[config.mk]
export PLATFORM = sky130hd
export DESIGN_NAME = prog_timing_elem
export DESIGN_NICKNAME = d
export VERILOG_FILES = /design/src/rtl/pte_pkg.sv /design/src/rtl/pte_rst_sync.sv /design/src/rtl/pte_history.sv /design/src/rtl/pte_oneshot.sv /design/src/rtl/prog_timing_elem.sv
export SDC_FILE = /design/constraint.sdc
export NUM_CORES = 1
export LEC_CHECK = 0
export CAP_MARGIN = 30
export CELL_PAD_IN_SITES_DETAIL_PLACEMENT = 1
export CELL_PAD_IN_SITES_GLOBAL_PLACEMENT = 1
export CORE_ASPECT_RATIO = 1.1
export CORE_MARGIN = 2
export CORE_UTILIZATION = 44
export CTS_BUF_LIST = sky130_fd_sc_hd__clkbuf_2
export CTS_CLUSTER_DIAMETER = 80
export CTS_CLUSTER_SIZE = 8
export DETAILED_ROUTE_END_ITERATION = 16
export PLACE_DENSITY = 0.76
export SYNTH_ARGS = -nofsm -noshare
export SYNTH_HDL_FRONTEND = slang
export SYNTH_SLANG_ARGS = --single-unit
[constraint.sdc]
create_clock -name clk -period 10.9 [get_ports clk]
set_input_delay 1.635 -clock clk [delete_from_list [all_inputs] [get_ports clk]]
set_output_delay 1.635 -clock clk [all_outputs]
set_load 0.05 [all_outputs]
[src/rtl/pte_pkg.sv]
package pte_pkg;
  parameter int SET_W    = 8;
  parameter int BASE_DLY = 2;
  parameter int REF_DLY  = 3;
  localparam int HIST_DEPTH = BASE_DLY + (1 << SET_W);

  typedef enum logic {
    MODE_NORMAL = 1'b0,
    MODE_PULSE  = 1'b1
  } mode_e;
endpackage

[src/rtl/pte_rst_sync.sv]
module pte_rst_sync (
  input  logic clk,
  input  logic rst_n,
  output logic srst_n
);
  logic [1:0] sync_q;
  logic [1:0] sync_d;

  always_comb begin
    sync_d = {sync_q[0], 1'b1};
  end

  always_ff @(posedge clk or negedge rst_n) begin
    if (!rst_n) sync_q <= 2'b00;
    else        sync_q <= sync_d;
  end

  assign srst_n = sync_q[1];
endmodule

[src/rtl/pte_history.sv]
module pte_history #(
  parameter int DEPTH = pte_pkg::HIST_DEPTH,
  parameter int SET_W = pte_pkg::SET_W,
  parameter int BASE  = pte_pkg::BASE_DLY,
  parameter int REFD  = pte_pkg::REF_DLY
) (
  input  logic             clk,
  input  logic             rst_n,
  input  logic             din,
  input  logic [SET_W-1:0] sel,
  output logic             tap_o,
  output logic             ref_o,
  output logic             rise_o
);
  localparam int IW = $clog2(DEPTH);

  logic [DEPTH-1:0] hist;
  logic [DEPTH-1:0] hist_d;
  logic [IW-1:0]    tap_idx;

  // Stage 0 takes the new sample, each later stage takes its predecessor.
  assign hist_d[0] = din;
  for (genvar g = 1; g < DEPTH; g++) begin : g_stage
    assign hist_d[g] = hist[g-1];
  end

  always_ff @(posedge clk or negedge rst_n) begin
    if (!rst_n) hist <= '0;
    else        hist <= hist_d;
  end

  // Before edge e, hist[i] holds the sample from edge e-1-i.
  assign tap_idx = IW'(BASE) + IW'(sel);
  assign tap_o   = hist[tap_idx];
  assign ref_o   = hist[REFD];
  // Rising sample seen two edges back, so the pulse starts BASE cycles later.
  assign rise_o  = hist[BASE-1] & ~hist[BASE];
endmodule

[src/rtl/pte_oneshot.sv]
module pte_oneshot #(
  parameter int SET_W = pte_pkg::SET_W
) (
  input  logic             clk,
  input  logic             rst_n,
  input  logic             trig_i,
  input  logic [SET_W-1:0] width_i,
  output logic             pulse_o
);
  logic             act_q, act_d;
  logic [SET_W-1:0] rem_q, rem_d;

  always_comb begin
    act_d = act_q;
    rem_d = rem_q;
    if (act_q) begin
      if (rem_q == SET_W'(1)) begin
        act_d = 1'b0;
        rem_d = '0;
      end else begin
        rem_d = rem_q - SET_W'(1);
      end
    end else if (trig_i && (width_i != '0)) begin
      act_d = 1'b1;
      rem_d = width_i;
    end
  end

  always_ff @(posedge clk or negedge rst_n) begin
    if (!rst_n) begin
      act_q <= 1'b0;
      rem_q <= '0;
    end else begin
      act_q <= act_d;
      rem_q <= rem_d;
    end
  end

  assign pulse_o = act_q;

  assert_start_R6: assert property (@(posedge clk) disable iff (!rst_n)
    $rose(act_q) |-> ($past(trig_i) && ($past(width_i) != '0)));

  assert_zero_R8: assert property (@(posedge clk) disable iff (!rst_n)
    (!act_q && (width_i == '0)) |=> !act_q);

  assert_no_retrig_R7: assert property (@(posedge clk) disable iff (!rst_n)
    (act_q && trig_i) |=> (!act_q || (rem_q == $past(rem_q) - SET_W'(1))));
endmodule

[src/rtl/prog_timing_elem.sv]
module prog_timing_elem #(
  parameter int SET_W = pte_pkg::SET_W,
  parameter int BASE  = pte_pkg::BASE_DLY,
  parameter int REFD  = pte_pkg::REF_DLY
) (
  input  logic             clk,
  input  logic             rst_n,
  input  logic             sig_in,
  input  logic [SET_W-1:0] setting,
  input  logic             mode_sel,
  output logic             out_a,
  output logic             out_b
);
  import pte_pkg::*;

  localparam int DEPTH = BASE + (1 << SET_W);

  logic             srst_n;
  logic [SET_W-1:0] set_q, set_d;
  mode_e            mode_q, mode_d;
  logic             tap, ref_tap, rise, pulse;
  logic [2:0]       up_cnt;

  pte_rst_sync u_rst (
    .clk    (clk),
    .rst_n  (rst_n),
    .srst_n (srst_n)
  );

  always_comb begin
    set_d  = setting;
    mode_d = mode_e'(mode_sel);
  end

  always_ff @(posedge clk or negedge srst_n) begin
    if (!srst_n) begin
      set_q  <= '0;
      mode_q <= MODE_NORMAL;
    end else begin
      set_q  <= set_d;
      mode_q <= mode_d;
    end
  end

  pte_history #(
    .DEPTH (DEPTH),
    .SET_W (SET_W),
    .BASE  (BASE),
    .REFD  (REFD)
  ) u_hist (
    .clk    (clk),
    .rst_n  (srst_n),
    .din    (sig_in),
    .sel    (set_q),
    .tap_o  (tap),
    .ref_o  (ref_tap),
    .rise_o (rise)
  );

  pte_oneshot #(.SET_W(SET_W)) u_shot (
    .clk     (clk),
    .rst_n   (srst_n),
    .trig_i  (rise),
    .width_i (set_q),
    .pulse_o (pulse)
  );

  always_comb begin
    if (mode_q == MODE_PULSE) begin
      out_a = pulse;
      out_b = ~tap;
    end else begin
      out_a = ref_tap;
      out_b = tap;
    end
  end

  // Cycles since reset release, used only to gate history-based checks.
  always_ff @(posedge clk or negedge srst_n) begin
    if (!srst_n)            up_cnt <= '0;
    else if (up_cnt != 3'd7) up_cnt <= up_cnt + 3'd1;
  end

  assert_ref_delay_R4: assert property (@(posedge clk) disable iff (!srst_n)
    ((up_cnt >= 3'd5) && (mode_q == MODE_NORMAL)) |-> (out_a == $past(sig_in, REFD + 1)));

  assert_ref_lag_R3: assert property (@(posedge clk) disable iff (!srst_n)
    ((up_cnt >= 3'd5) && (mode_q == MODE_NORMAL) && ($past(mode_q) == MODE_NORMAL)
     && (set_q == '0) && ($past(set_q) == '0)) |-> (out_a == $past(out_b)));
endmodule

==> results.yml, run 1 <==
yosys:
  synthesis.nets: 561
  syn_avg_cell_area_um2: 17.8
  yosys_warnings: 0
  synthMuxAreaShare_pct: 16.3
  synthAdderAreaFrac_pct: 0.386
  synth_ff_type: "dfrtp_1"
  synthArstFlopShare_pct: 100
  seq_area_frac_synth_pct: 71.5
  synth_top_family_by_area: "multiplexers"
  syn_inst: 546
  synth_compound_area_share_pct: 4.23
  synthSimpleGateAreaFrac_pct: 4.62
  syn_area_mm2: 0.00973
  ys_seq_elements: 278
  synthDistinctLibCells: 50
  synth_edf_count: 0
  synth-xor-area-share_pct: 0.900
cts:
  cts_hold_buf: 0
  clk_pin_slew_ns: 0.15
  post-cts-setup-buffer-count: 0
  clock_path_buffers: 3
  cts_resized: 0
  cts.htree.levels: 2
  cts_tree: "done"
  clk_latency_ns: 0.78
  root_buffer: "clkbuf_2"
  cts.sinks: 278
  cts_buffers: 40
worst_setup_path:
  startpoint_type: "register"
  cp_slowest_cell: "clkdlybuf4s50_1"
  crit_chain: "ha_1 > xor2_2 > buf_4 > mux4_2 > nor2b_1 > a2111oi_0 > nor3_1 > a22o_1 > nor4_2 > xnor2_1 > clkdlybuf4s50_1"
  max_stage_delay_ns: 0.82
  crit_arrival_ns: 5.44
  path_class: "reg2out"
  crit_fanout: 18
  worstPathRequired_ns: 9.27
  worstSetupEndpointType: "output pin"
power_and_ir_drop:
  p_leak_uw: 0.00483
  ir_drop_mv: 0.0552
  p_clk_share_pct: 25.0
  internal-power_uw: 1240
  p_sw_share_pct: 27.6
  p_sw_uw: 470
  pwr-share-comb_pct: 10.7
  seqPwrFrac_pct: 64.3
  power.density_mw_per_mm2: 164
cells_and_area:
  nets: 596
  multi_input_area_mm2: 0.00259
  num-fill-cells: 2100
  seq_area_mm2: 0.00697
  syn_to_final_growth_pct: 6.71
  layout-drive-gt1-share_pct: 20.7
global_routing:
  grtUsageTotal_pct: 17.3
  overflow: 0
  first_global_vias: 5626
  grt_pass1_wl_um: 31800
  grt_max_degree: 85
  met3_usage_pct: 3.37
  antenna_found_initial: 1
  grt_use_met1_pct: 24.0
  top_usage_layer: "met2"
  use_met2_pct: 28.2
floorplan:
  die-area_mm2: 0.0233
  ioPinCount: 14
  core_mm2: 0.0219
  die_x_um: 146
  placementRows: 57
  die_h_um: 160
  start_util_pct: 44.4
place:
  portBuffers: 13
  gp_congestion: 0.825
  hpwlAfterDp_um: 11900
  dp_slack_ns: 4.67
timing:
  fin_worst_skew_ns: 0.0616
  drv_slew: 0
  fin_crit_ns: 7.07
  layout_setup_ws_ns: 3.83
  fmax_mhz: 141
  finalSetupTns_ns: 0
  worstMarginPinSlew_ns: 0.923
  finalHoldViolations: 0
  maxSlewHeadroom_pct: 38.3
  fin_crit_sh_pct: 64.9
  setup_violations: 0
  grt_setup_unrepaired: "no"
job:
  maxCapViolCount: 0
routing:
  viasPerCell: 5.46
  vias: 4814
  ant_nets: 0
  wirelength_um: 19100
  drtIter0Drc: 216
  drc_errors: 0
  drt-pass1-iter-count: 4
  wl_per_cell_um: 21.7
outcome:
  status: "finished clean"
worst_hold_path:
  hp-class: "reg2reg"
## metal layers
metal / part of all wire [%] / routed length [um]
met1: 46 / 8720
met3: 3.2 / 615
met2: 49 / 9380
met5: 0 / 0
met4: 2.0 / 386
## final cells by class
type                    count  area share (%)
clock inverters             3           0.108
flip-flops and latches    278            67.1
inverters                   4           0.145
well taps                 295            3.55
multi-input cells         235            24.9
repair buffers             22            2.10
clock buffers              43            2.07
diodes                      1          0.0241
## final timing paths
check                                  from          endpoint  slack [ns]  cells after the start
setup / recovery                   set_q[1]             out_b        3.83                     11
hold / removal             u_hist.hist[253]  u_hist.hist[254]        0.34                      0
setup reg to reg            u_rst.sync_q[1]   u_hist.hist[36]        8.35                      2
hold reg to reg            u_hist.hist[253]  u_hist.hist[254]        0.34                      0
max in group asynchronous   u_rst.sync_q[1]   u_hist.hist[36]        8.35                      2
min in group asynchronous   u_rst.sync_q[1]          set_q[1]        0.39                      0
## placed cells by master, fill, tap and decap left out, drive strengths merged, types with 2 or more instances in the layout
cell type	count
nand3	6
dfrtp	278
a21oi	11
a22oi	2
nand2b	3
nor4	4
nor2b	8
nor3	7
or3	4
nand2	27
a311oi	4
and2	6
a211oi	9
nand4	2
clkdlybuf4s50	13
a2111oi	4
xnor2	5
mux2i	2
o21ai	15
inv	6
and4	2
xor2	5
o211ai	3
buf	9
mux2	2
o311ai	2
clkbuf	43
a31oi	2
nor2	16
mux4	67
ha	3
## power groups by stage
stage                     Clock, uW  Sequential, uW  Combinational [uW]
final                           425            1100                 183
after global routing            501            1100                 203
after CTS                       455            1100                 183
after detailed placement          0            1120                 182
after global placement            0            1110                 175
after floorplan                   0            1110                 132
## registers in the layout, indices dropped and copies added (netlist names)
signal          flops
mode_q              1
u_rst.sync_q        2
u_shot.rem_q        8
u_hist.hist       258
set_q               8
u_shot.pulse_o      1
## worst max-delay path, delay by kind of cell (launching register included)
| family | cells | cell delay, ns |
|---|---|---|
| compound gates | 2 | 0.73 |
| xor+xnor | 2 | 0.87 |
| fa+ha+maj | 1 | 0.38 |
| buf+inv | 2 | 1.19 |
| flops | 1 | 0.63 |
| mux | 1 | 0.33 |
| simple gates | 3 | 0.50 |
## metrics by stage
stage	cell area (um^2)	hold slack [ns]	cells	power [uW]	util (%)
floorplan	9730	0.331	546	1240	-
global placement	10100	0.338	833	1290	46.3
detailed placement	10100	0.342	833	1300	46.3
CTS	10400	0.354	879	1740	47.3
global route	10400	0.365	881	1810	47.4
finish	10400	0.344	881	1710	47.4
## cell families after synthesis
kind of cell / after synthesis
buf+inv: 33
simple gates: 89
compound gates: 61
other cells: 1
mux: 71
flops: 278
xor+xnor: 10
fa+ha+maj: 3
## cell usage after synthesis (5+ instances only)
library cell / instances / area [um^2]
buf_2: 10 / 50.1
xor2_1: 5 / 43.8
dfrtp_1: 278 / 6960
and2_1: 6 / 37.5
mux4_2: 59 / 1330
nor3_1: 7 / 35.0
clkbuf_1: 9 / 33.8
xnor2_1: 5 / 43.8
nand3_1: 6 / 30.0
a211oi_1: 9 / 67.6
nor2b_1: 8 / 50.1
nor2_1: 16 / 60.1
o21ai_0: 13 / 65.1
a21oi_1: 11 / 55.1
nand2_1: 27 / 101
mux4_1: 8 / 210
buf_6: 6 / 67.6
No activity file was read; power rests on OpenSTA's default activity.
==> inputs of run 2 (changes only) <==
PLACE_DENSITY = 0.79   (was 0.76)
clock period = 6.2 ns   (was 10.9 ns; I/O delays follow)
==> run 2 against run 1 <==
Effect of this change: sequential share of layout area down 0.18 points; via count up 0.93%; clock power up 74%; non-clock buffer count unchanged; count of clock-buffer cells in the layout unchanged; critical endpoint unchanged; worst setup slack worse by 3.5 ns; final cell count down 0.34%; highest routed layer unchanged; clock skew down 0.0077 ns; combinational power up 85%; critical path depth down 3.
==> results.yml, run 2 (synthesized netlist as in run 1, its figures left out) <==
worst_setup_path:
  cp_slowest_cell: "dfrtp_4"
  worst_r2r_path_depth: 6
  max_stage_delay_ns: 0.98
  ff2ff_setup_slack_ns: 3.31
  crit_chain: "buf_4 > mux4_1 > mux4_2 > nor2b_1 > o31ai_1 > nor4_2 > xnor2_1 > clkdlybuf4s50_1"
  r2r_start: "set_q[0]"
  r2r-end: "u_shot.rem_q[4]"
  startpoint_type: "register"
  crit_fanout: 45
  worstPathRequired_ns: 5.27
  worstSetupEndpointType: "output pin"
  crit_arrival_ns: 4.92
  path_class: "reg2out"
routing:
  viasPerCell: 5.53
  wl_per_cell_um: 22.0
  vias: 4859
  drc_errors: 0
  drtIter0Drc: 227
  wirelength_um: 19300
  ant_nets: 0
  drt-pass1-iter-count: 4
power_and_ir_drop:
  power.density_mw_per_mm2: 288
  p_sw_share_pct: 27.7
  ir_drop_mv: 0.0704
  power_uw: 3000
  internal-power_uw: 2170
  seqPwrFrac_pct: 64.1
  p_clk_share_pct: 24.6
  pwr-share-comb_pct: 11.3
  p_leak_uw: 0.00484
  p_sw_uw: 832
cts:
  cts_buffers: 40
  cts_tree: "done"
  cts.htree.levels: 2
  clk_latency_ns: 0.79
  cts.sinks: 278
  root_buffer: "clkbuf_2"
  clk_pin_slew_ns: 0.16
  clock_path_buffers: 3
  cts_hold_buf: 0
cells_and_area:
  largest_reg_flops: 258
  layout-drive-gt1-share_pct: 20.6
  largest_register: "u_hist.hist"
  antenna_cells: 0
  final_common_cell: "dfrtp_1"
  mostFrequentLayoutCells: "dfrtp_1 (275), mux4_2 (59), clkbuf_2 (43), nand2_1 (27), nor2_1 (16)"
  largestRegisters: "u_hist.hist x258, set_q x8, u_shot.rem_q x8"
  syn_to_final_growth_pct: 7.01
  nets: 596
place:
  gp_congestion: 0.824
  dp_slack_ns: 0.908
  hpwlAfterDp_um: 12500
  portBuffers: 13
floorplan:
  core_mm2: 0.0219
  die-area_mm2: 0.0233
  ioPinCount: 14
  placementRows: 57
  die_x_um: 146
  start_util_pct: 44.4
  die_h_um: 160
global_routing:
  first_global_vias: 5724
  grt_max_degree: 126
  antenna_found_initial: 0
  grt_pass1_wl_um: 32400
  grtUsageTotal_pct: 17.8
  overflow: 0
timing:
  finalHoldViolations: 0
  fmax_mhz: 171
  drv_slew: 0
  setup_violations: 0
  grt_setup_unrepaired: "no"
  worstMarginPinSlew_ns: 0.949
  fin_crit_ns: 5.85
  fin_worst_skew_ns: 0.0539
  maxSlewHeadroom_pct: 36.5
  layout_setup_ws_ns: 0.350
  finalSetupTns_ns: 0
  fin_crit_sh_pct: 94.4
job:
  maxCapViolCount: 0
worst_hold_path:
  hp-class: "reg2async"
outcome:
  status: "finished clean"
[run 2: cell count changes in the layout (fill, tap and decap cells not counted), sizes merged]
cell,before,now
inv,6,4
diode,1,0
[run 2: cell type report]
class                           count  area (um^2)
Multi-Input combinational cell    235         2600
Sequential cell                   278         6970
Clock buffer                       43          215
Clock inverter                      1         3.75
Tap cell                          295          369
Inverter                            4         15.0
Fill cell                        2102        11500
Timing Repair Buffer               22          243
[run 2: timing repair]
action,in CTS,in global routing
endpoints found under the hold margin,0,0
gates cloned,0,0
resized for setup,2,4
setup endpoints to repair,1,1
setup buffers,0,0
[run 2: how the worst max path moves through the flow]
| stage | start | slack (ns) | depth (start not counted) | endpoint |
|---|---|---|---|---|
| floorplan | u_rst.sync_q[1] | 1.64 | 0 | mode_q |
| global placement | set_q[1] | 0.99 | 10 | out_b |
| detailed placement | set_q[1] | 0.91 | 10 | out_b |
| CTS | set_q[1] | 0.13 | 10 | out_b |
| global route | set_q[0] | 0.01 | 8 | out_b |
| finish | set_q[0] | 0.35 | 8 | out_b |
[run 2: worst max-delay path: cells and delay by family (launching register included)]
kind / cells / cell delay (ns)
and+or+nand+nor: 2 / 0.54
AOI/OAI and AO/OA: 1 / 0.11
muxes: 2 / 1.07
xor gates and xnor gates: 1 / 0.17
DFF: 1 / 0.98
buffers and inverters: 2 / 1.24
[run 2: metrics by stage]
stage	cell area, um^2	hold WS [ns]	cells	util (%)
after CTS	10400	0.195	878	47.5
final	10400	0.204	878	47.6
after global routing	10400	0.184	878	47.6
after detailed placement	10200	0.170	834	46.4
after floorplan	9730	0.331	546	-
after global placement	10100	0.332	833	46.3
[run 2: power by group through the flow]
stage / logic, uW / clock network [uW] / registers, uW
after global placement: 301 / 0 / 1960
final: 339 / 738 / 1930
after floorplan: 233 / 0 / 1950
after global routing: 378 / 860 / 1940
after detailed placement: 337 / 0 / 1960
after CTS: 340 / 781 / 1930
[run 2: routing by layer]
| metal | global-route usage (%) | part of all wire, % | vias to the layer above |
|---|---|---|---|
| li1 | - | - | 2061 |
| met1 | 24.0 | 43 | 2647 |
| met2 | 29.2 | 50 | 112 |
| met3 | 3.74 | 4.0 | 39 |
| met4 | 5.97 | 2.4 | 0 |
| met5 | 0 | 0 | - |
